<file path="src/rtl/store_buffer.sv">
module store_buffer #(
  parameter int AW    = 32,
  parameter int DW    = 32,
  parameter int DEPTH = 4,
  parameter int OFFW  = 2
) (
  input  logic          clk,
  input  logic          rst_n,
  input  logic          st_valid,
  input  logic [AW-1:0] st_addr,
  input  logic [DW-1:0] st_data,
  output logic          st_ready,
  input  logic [AW-1:0] ld_addr,
  output logic          ld_hit,
  output logic [DW-1:0] ld_data,
  output logic          drn_valid,
  output logic [AW-1:0] drn_addr,
  output logic [DW-1:0] drn_data,
  input  logic          drn_take
);

  localparam int PW = (DEPTH > 1) ? $clog2(DEPTH) : 1;
  localparam int CW = $clog2(DEPTH + 1);
  localparam logic [PW-1:0] LAST = PW'(DEPTH - 1);
  localparam logic [CW-1:0] FULL = CW'(DEPTH);

  logic [AW-1:0] addr_q [DEPTH];
  logic [DW-1:0] data_q [DEPTH];
  logic [PW-1:0] head, tail;
  logic [CW-1:0] cnt;

  wire do_take = drn_take && (cnt != '0);
  wire do_put  = st_valid && st_ready;

  assign st_ready  = (cnt != FULL) || drn_take;
  assign drn_valid = (cnt != '0);
  assign drn_addr  = addr_q[head];
  assign drn_data  = data_q[head];

  always_ff @(posedge clk or negedge rst_n) begin
    if (!rst_n) begin
      head <= '0;
      tail <= '0;
      cnt  <= '0;
    end else begin
      if (do_take) head <= (head == LAST) ? '0 : head + 1'b1;
      if (do_put)  tail <= (tail == LAST) ? '0 : tail + 1'b1;
      if (do_put && !do_take)      cnt <= cnt + 1'b1;
      else if (do_take && !do_put) cnt <= cnt - 1'b1;
    end
  end

  always_ff @(posedge clk) begin
    if (do_put) begin
      addr_q[tail] <= st_addr;
      data_q[tail] <= st_data;
    end
  end

  // scan from oldest to youngest; the last match found wins
  always_comb begin
    ld_hit  = 1'b0;
    ld_data = '0;
    for (int k = 0; k < DEPTH; k++) begin
      logic [PW-1:0] slot;
      slot = PW'((int'(head) + k) % DEPTH);
      if (k < int'(cnt) && addr_q[slot][AW-1:OFFW] == ld_addr[AW-1:OFFW]) begin
        ld_hit  = 1'b1;
        ld_data = data_q[slot];
      end
    end
  end

  a_r2_no_overflow: assert property (@(posedge clk) disable iff (!rst_n)
    cnt <= FULL);

  a_r4_head_stable: assert property (@(posedge clk) disable iff (!rst_n)
    (drn_valid && !drn_take) |=> (drn_valid && $stable(drn_addr) && $stable(drn_data)));

  a_r3_first_store_exposed: assert property (@(posedge clk) disable iff (!rst_n)
    (!drn_valid && st_valid) |=> (drn_valid && drn_addr == $past(st_addr) && drn_data == $past(st_data)));

  a_r8_full_swap: assert property (@(posedge clk) disable iff (!rst_n)
    (cnt == FULL && st_valid && drn_take) |=> (cnt == FULL));

  a_r11_empty_take: assert property (@(posedge clk) disable iff (!rst_n)
    (!drn_valid && drn_take && !st_valid) |=> !drn_valid);

  a_r5_no_hit_empty: assert property (@(posedge clk) disable iff (!rst_n)
    !drn_valid |-> !ld_hit);

endmodule

</file>
<file path="config.mk">
export PLATFORM = sky130hd
export DESIGN_NAME = store_buffer
export DESIGN_NICKNAME = d
export VERILOG_FILES = /design/src/rtl/store_buffer.sv
export SDC_FILE = /design/constraint.sdc
export NUM_CORES = 1
export LEC_CHECK = 0
export ABC_CLOCK_PERIOD_IN_PS = 3800
export CAP_MARGIN = 20
export CELL_PAD_IN_SITES_DETAIL_PLACEMENT = 1
export CELL_PAD_IN_SITES_GLOBAL_PLACEMENT = 1
export CORE_ASPECT_RATIO = 1.5
export CORE_MARGIN = 1.5
export CORE_UTILIZATION = 49
export CTS_BUF_LIST = sky130_fd_sc_hd__clkbuf_4 sky130_fd_sc_hd__clkbuf_8
export CTS_CLUSTER_DIAMETER = 80
export DETAILED_ROUTE_END_ITERATION = 8
export PLACE_DENSITY = 0.88
export SLEW_MARGIN = 20
export SYNTH_ARGS = -nofsm -noshare
export SYNTH_HDL_FRONTEND = slang
export SYNTH_SLANG_ARGS = --single-unit
</file>
<file path="constraint.sdc">
create_clock -name clk -period 3.8 [get_ports clk]
set_clock_uncertainty 0.1 [all_clocks]
set_input_delay 0.38 -clock clk [delete_from_list [all_inputs] [get_ports clk]]
set_output_delay 0.38 -clock clk [all_outputs]
set_load 0.05 [all_outputs]
</file>
==> flow_metrics.py, run 1 <==
metrics = {
    "status": {
        "outcome": "finished with violations",
        "violations": "setup timing",
    },
    "timing": {
        "tightest_slew_ps": 983.8,
        "slew_headroom_pct": 34.41,
        "maxSlewViolCount": 0,
        "holdWs_ps": 328.5,
        "rsz0062_at_grt": "true",
        "setup_viol": 33,
        "hold_viol": 0,
        "min_period_ps": 4800,
        "fin_crit_sh_pct": 126.3,
        "timing.fmax_ghz": 0.2083,
        "setup_ws_ps": -999.9,
    },
    "grt": {
        "grt_pass1_wl_um": 89420,
        "antenna_found_initial": 4,
        "grt_max_degree": 66,
        "grt.overflow.total": 0,
        "grt_pass1_vias": 14230,
        "grt_usage_pct": 33.17,
    },
    "synthesis": {
        "synth_fp_nets": 1270,
        "synth_common_cells": "256 x edfxtp_1, 215 x mux4_2, 81 x mux2i_1",
        "synth_edf_count": 256,
        "syn_inst": 1160,
        "yosysMostFrequentCell": "edfxtp_1",
        "synth_seq_area_share_pct": 44.88,
        "synth_cell_types": 62,
        "avgSynthCellArea_sq_um": 15.10,
        "yosysTopAreaCellShare_pct": 43.88,
        "synth-seq-cells": 263,
        "yosys-top-cells-area": "edfxtp_1 44%, mux4_2 28%, mux2i_1 4.6%",
        "synthesis.area_sq_mm": 0.01752,
        "synth_top_flop_cell": "edfxtp_1",
        "synth_warnings": 0,
        "async_flop_share_pct": 2.662,
        "yosysTopAreaCell": "edfxtp_1",
    },
    "pwr": {
        "power_density_mw_per_mm2": 896.2,
        "cellLeakagePower_nw": 8.082,
        "max-vdd-ir-drop_mv": 0.5707,
    },
    "routing": {
        "drt-initial-drc-count": 1245,
        "vias": 13480,
        "drtPass1Iterations": 5,
        "ant_nets": 0,
        "via_per_inst": 6.737,
        "drt_wl_total_um": 62520,
        "drcViolationCount": 0,
        "wl_per_cell_um": 31.25,
    },
    "final_layout": {
        "area_growth_pct": 33.34,
        "finish.utilization_pct": 66.55,
        "final_nets": 1600,
        "drive_above_1_share_pct": 42.42,
    },
    "floorplanning": {
        "fp.dieW_um": 157.4,
        "num_io_pins": 199,
        "die-area_sq_mm": 0.03692,
        "placementRows": 84,
        "fp.dieH_um": 234.6,
        "core_sq_mm": 0.03510,
        "start_util_pct": 49.91,
    },
    "critical_path": {
        "cp.depth": 15,
        "cp_slowest_cell": "mux4_2",
        "worstSetupStartpointType": "flop",
        "critPathArrivalTime_ps": 4320,
        "cp-end-kind": "primary output",
        "cp_top_family": "buffers and inverters",
        "critPathMostFrequentCell": "buf_12",
        "cp_max_fo": 8,
        "cp_cell_sequence": "ha_4 > buf_12 > buf_12 > buf_8 > mux4_2 > xnor2_2 > nand4_1 > nor2_1 > and4b_2 > buf_12 > buf_4 > a211oi_4 > a221oi_2 > o22ai_2 > buf_6",
        "critPathMaxStageDelay_ps": 530,
        "r2r_cells": 5,
        "r2r_setup_slack_ps": 1210,
        "critPathBufInv": 6,
        "crit_type": "reg -> out",
        "required_ps": 3320,
    },
    "clock_tree": {
        "clock-sinks": 263,
        "clock_latency_ps": 590,
        "cts_buffer_depth": 3,
        "htreeDepth": 2,
        "cts.reportedPaths.clkPinSlew_ps": 70,
        "cts_tree": "done",
        "root_buffer": "clkbuf_8",
        "cts_inserted_buffers": 42,
    },
    "flow_run": {
        "cap_violations": 0,
    },
    "hold_path": {
        "hold_path.class": "in -> reg",
        "hold-path-cell-count": 1,
    },
    "placement": {
        "dp_slack_ps": -585.9,
        "port_buffers": 196,
        "dp_hpwl_um": 40890,
        "gp_congestion": 0.9862,
    },
}
==> state kept, by name (all words and copies together) (netlist names) <==
| register | flops |
|---|---|
| addr_q | 128 |
| cnt | 3 |
| data_q | 128 |
| head | 2 |
| tail | 2 |
==> where the power goes <==
group / internal, W / total [W] / switching (W)
logic: 0.00673 / 0.0141 / 0.00738
clock network: 0.00128 / 0.00248 / 0.00120
registers: 0.00384 / 0.00435 / 0.000513
==> what timing repair did <==
action / in CTS / in global routing
gates cloned: 3 / 3
hold buffers: 1 / 0
endpoints found under the hold margin: 7 / 0
pin swaps: 29 / 29
endpoints found under the setup margin: 47 / 47
setup buffers: 18 / 23
resized for setup: 55 / 65
==> cells in the final DEF, fill, tap and decap left out, drive strengths merged, types with 4 or more instances in the layout <==
cell	netlist	final
edfxtp	256	256
buf	69	245
mux4	215	215
clkdlybuf4s50	0	149
mux2i	82	82
xnor2	71	71
clkbuf	45	53
nor2	49	49
nand2	41	41
xor2	36	36
and3	35	35
o211ai	28	28
a21boi	27	27
a31oi	27	27
clkinv	0	22
nand4	18	18
o21ai	17	17
inv	13	15
o22ai	11	11
a21oi	10	10
ha	10	10
mux2	9	9
nor4	9	9
dfrtp	7	7
o2bb2ai	6	6
a221oi	6	6
a2111oi	6	6
diode	0	5
nand2b	4	4
nor2b	4	4
and2	4	4
==> stage by stage <==
stage,cells,area (sq um),power [W],setup TNS [ps]
floorplan,1160,17810,0.01294,-1918
global placement,1875,21520,0.01647,-10990
detailed placement,1875,21520,0.01700,-16730
CTS,1972,22820,0.01997,-30010
global route,2000,23360,0.02168,-34310
finish,2001,23360,0.02094,-30080
==> routing by layer <==
metal	vias up	wire length (um)	GRT usage, %
li1	5481	-	-
met1	6968	20690	36.22
met2	801	32850	59.84
met3	231	4414	5.118
met4	0	4573	21.02
met5	-	0	0
==> layout make-up <==
class,instances,area [sq um]
fill,3131,11740
multi-input combinational,770,9746
sequential,263,7870
timing repair buffer,400,4262
clock buffer,50,644.4
tap,473,591.8
clock inverter,27,187.7
inverter,13,48.80
antenna,5,12.51
==> cell families (layout without fill, tap and decap cells) <==
| family | Yosys count | after routing | share of synthesized area (%) |
|---|---|---|---|
| xor+xnor | 107 | 107 | 5.349 |
| fa+ha+maj | 10 | 10 | 0.7141 |
| mux | 306 | 306 | 32.99 |
| buf+inv | 127 | 490 | 3.763 |
| flops | 263 | 263 | 44.88 |
| other cells | 0 | 5 | 0 |
| simple gates | 178 | 178 | 5.242 |
| compound gates | 169 | 169 | 7.063 |
==> worst paths after layout <==
check,start,to
setup / recovery,head[1],ld_data[13]
hold / removal,st_addr[1],addr_q[1][1]
setup reg to reg,cnt[0],addr_q[2][26]
hold reg to reg,tail[1],tail[1]
max in group asynchronous,rst_n,head[0]
min in group asynchronous,rst_n,tail[0]
No activity file was read; power rests on OpenSTA's default activity.
==> run 2: changes to the inputs <==
- PLACE_DENSITY: 0.88 -> default
- PLACE_DENSITY_LB_ADDON: default -> 0.15
==> run 2 against run 1 <==
Compared with the run above:
- the run still ends with setup timing left
- total power fell by 0.87%
- clock power grew 2%
- critical endpoint is now ld_data[10]
- non-clock buffer count rose by 44
- count of clock-buffer cells in the layout up 8
- sequential cell count unchanged
- utilization rose by 1.1 points
- largest cell class unchanged
- final cell count grew 2.0%
- sequential power down 0.9%
- sequential share of layout area shrank 0.54 points
==> flow_metrics.py, run 2 (synthesis gave the netlist of run 1 again) <==
metrics = {
    "placement": {
        "port_buffers": 196,
        "dp_hpwl_um": 41040,
        "gp_congestion": 0.9241,
    },
    "final_layout": {
        "finish.utilization_pct": 67.64,
        "layout_commonest_cell": "edfxtp_1",
        "mostFrequentLayoutCells": "256 x edfxtp_1, 218 x buf_4, 215 x mux4_2, 132 x clkdlybuf4s50_1, 71 x mux2i_1",
        "drive_above_1_share_pct": 43.74,
        "final_nets": 1644,
        "area_growth_pct": 35.51,
        "largestRegisters": "addr_q (128), data_q (128), cnt (3)",
        "nFillCells": 3169,
    },
    "grt": {
        "grt_pass1_wl_um": 87550,
        "grt_usage_pct": 32.42,
        "grt_max_degree": 67,
        "antenna_found_initial": 3,
        "grt_pass1_vias": 14310,
        "grt.overflow.total": 0,
    },
    "floorplanning": {
        "core_sq_mm": 0.03510,
        "placementRows": 84,
        "fp.dieH_um": 234.6,
        "num_io_pins": 199,
        "die-area_sq_mm": 0.03692,
        "start_util_pct": 49.91,
        "fp.dieW_um": 157.4,
    },
    "timing": {
        "fin_crit_sh_pct": 126.0,
        "min_period_ps": 4790,
        "setup_viol": 33,
        "fin_tns_setup_ps": -30890,
        "hold_viol": 0,
        "slew_headroom_pct": 34.43,
        "tightest_slew_ps": 983.6,
        "timing.fmax_ghz": 0.2088,
        "maxSlewViolCount": 0,
        "rsz0062_at_grt": "true",
        "setup_ws_ps": -989.7,
    },
    "clock_tree": {
        "clock_latency_ps": 570,
        "cts_tree": "done",
        "htreeDepth": 2,
        "root_buffer": "clkbuf_8",
        "cts.reportedPaths.clkPinSlew_ps": 60,
        "cts_inserted_buffers": 42,
        "cts_buffer_depth": 3,
        "clock-sinks": 263,
    },
    "pwr": {
        "cellLeakagePower_nw": 8.381,
        "p_seq_share_pct": 20.8,
        "combPwrFrac_pct": 67.1,
        "clock_power_share_pct": 12.2,
        "max-vdd-ir-drop_mv": 0.6838,
        "p_int_w": 0.01195,
        "power_density_mw_per_mm2": 874.2,
        "switching_share_pct": 42.42,
        "finalPower_w": 0.02076,
        "switchingPower_w": 0.008805,
    },
    "critical_path": {
        "r2r_cells": 5,
        "r2r_setup_slack_ps": 1310,
        "reg2reg_to": "data_q[3][9]",
        "critPathArrivalTime_ps": 4310,
        "critPathMaxStageDelay_ps": 540,
        "worstSetupStartpointType": "flop",
        "cp_slowest_cell": "dfrtp_4",
        "r2r_start": "cnt[0]",
        "required_ps": 3320,
        "cp_cell_sequence": "ha_4 > buf_12 > buf_12 > mux4_2 > xnor2_1 > buf_4 > nand4_1 > nor2_1 > and4b_4 > buf_12 > o2bb2ai_4 > buf_12 > buf_12 > o211ai_1 > a31oi_2 > buf_12",
        "crit_type": "reg -> out",
        "critPathMostFrequentCell": "buf_12",
        "cp-end-kind": "primary output",
        "cp_max_fo": 8,
    },
    "routing": {
        "ant_nets": 0,
        "drtPass1Iterations": 7,
        "drcViolationCount": 0,
        "drt_wl_total_um": 59060,
        "via_per_inst": 6.479,
        "wl_per_cell_um": 28.92,
        "drt-initial-drc-count": 873,
        "vias": 13230,
    },
    "flow_run": {
        "cap_violations": 0,
    },
    "hold_path": {
        "hold_start": "st_addr[12]",
        "hold_path.class": "in -> reg",
        "hold-path-cell-count": 1,
        "hold_end": "addr_q[3][12]",
    },
    "status": {
        "outcome": "finished with violations",
        "violations": "setup timing",
    },
}
run 2: worst max path at each step:
| stage | startpoint | to | slack [ps] | cells after the start |
|---|---|---|---|---|
| 2_1_floorplan | head[0] | ld_data[17] | -110 | 14 |
| 3_3_place_gp | head[0] | ld_data[31] | -640 | 12 |
| 3_5_place_dp | head[0] | ld_data[31] | -700 | 12 |
| 4_1_cts | head[0] | ld_data[18] | -990 | 15 |
| 5_1_grt | head[0] | ld_data[10] | -1120 | 14 |
| 6_report | head[0] | ld_data[10] | -990 | 16 |
run 2: layout make-up:
class / count / area (sq um) / share of cell area, %
diodes: 3 / 7.507 / 0.03162
clock buffers: 58 / 716.9 / 3.020
clock inverters: 18 / 132.6 / 0.5586
inverters: 13 / 48.80 / 0.2055
multi-input cells: 770 / 9691 / 40.81
flip-flops and latches: 263 / 7870 / 33.15
well taps: 473 / 591.8 / 2.493
repair buffers: 444 / 4684 / 19.73
run 2: power by group through the flow:
stage	Sequential (W)	Clock, W	Combinational, W
finish	0.00431	0.00252	0.0139
global route	0.00437	0.00266	0.0145
CTS	0.00429	0.00256	0.0135
detailed placement	0.00435	0	0.0129
global placement	0.00425	0	0.0126
floorplan	0.00418	0	0.00876
run 2: timing repair:
action / 4_1_cts / 5_1_grt
gates resized for setup: 72 / 47
setup endpoints to repair: 55 / 39
pin swaps: 39 / 32
endpoints found under the hold margin: 7 / 0
cloned: 6 / 2
hold buffers: 1 / 0
buffers inserted: 21 / 14
run 2: per-stage QoR:
step           cell area (sq um)  setup WS [ps]  hold WS (ps)  cells
4_1_cts                    23420         -985.4         298.8   2024
2_1_floorplan              17810         -107.4        -15.59   1160
5_1_grt                    23740          -1115         325.5   2041
3_5_place_dp               21920         -702.8         499.4   1920
6_report                   23740         -989.7         334.0   2042
3_3_place_gp               21920         -635.4         488.9   1920
run 2: layer usage:
metal	up-vias	routed length, um	global-route usage (%)
met2	568	32790	61.03
met1	6926	19690	34.95
met3	155	3350	4.234
li1	5580	-	-
met5	-	14	0
met4	2	3219	17.39
run 2: worst max-delay path: cells and delay by family (launching register included):
family | cells | cell delay [ps]
flip-flops | 1 | 540
AND/OR/NAND/NOR | 3 | 540
adder cells (fa/ha/maj) | 1 | 380
buffers and inverters | 7 | 1030
XOR/XNOR | 1 | 180
AO/OA/AOI/OAI | 3 | 540
multiplexers | 1 | 520
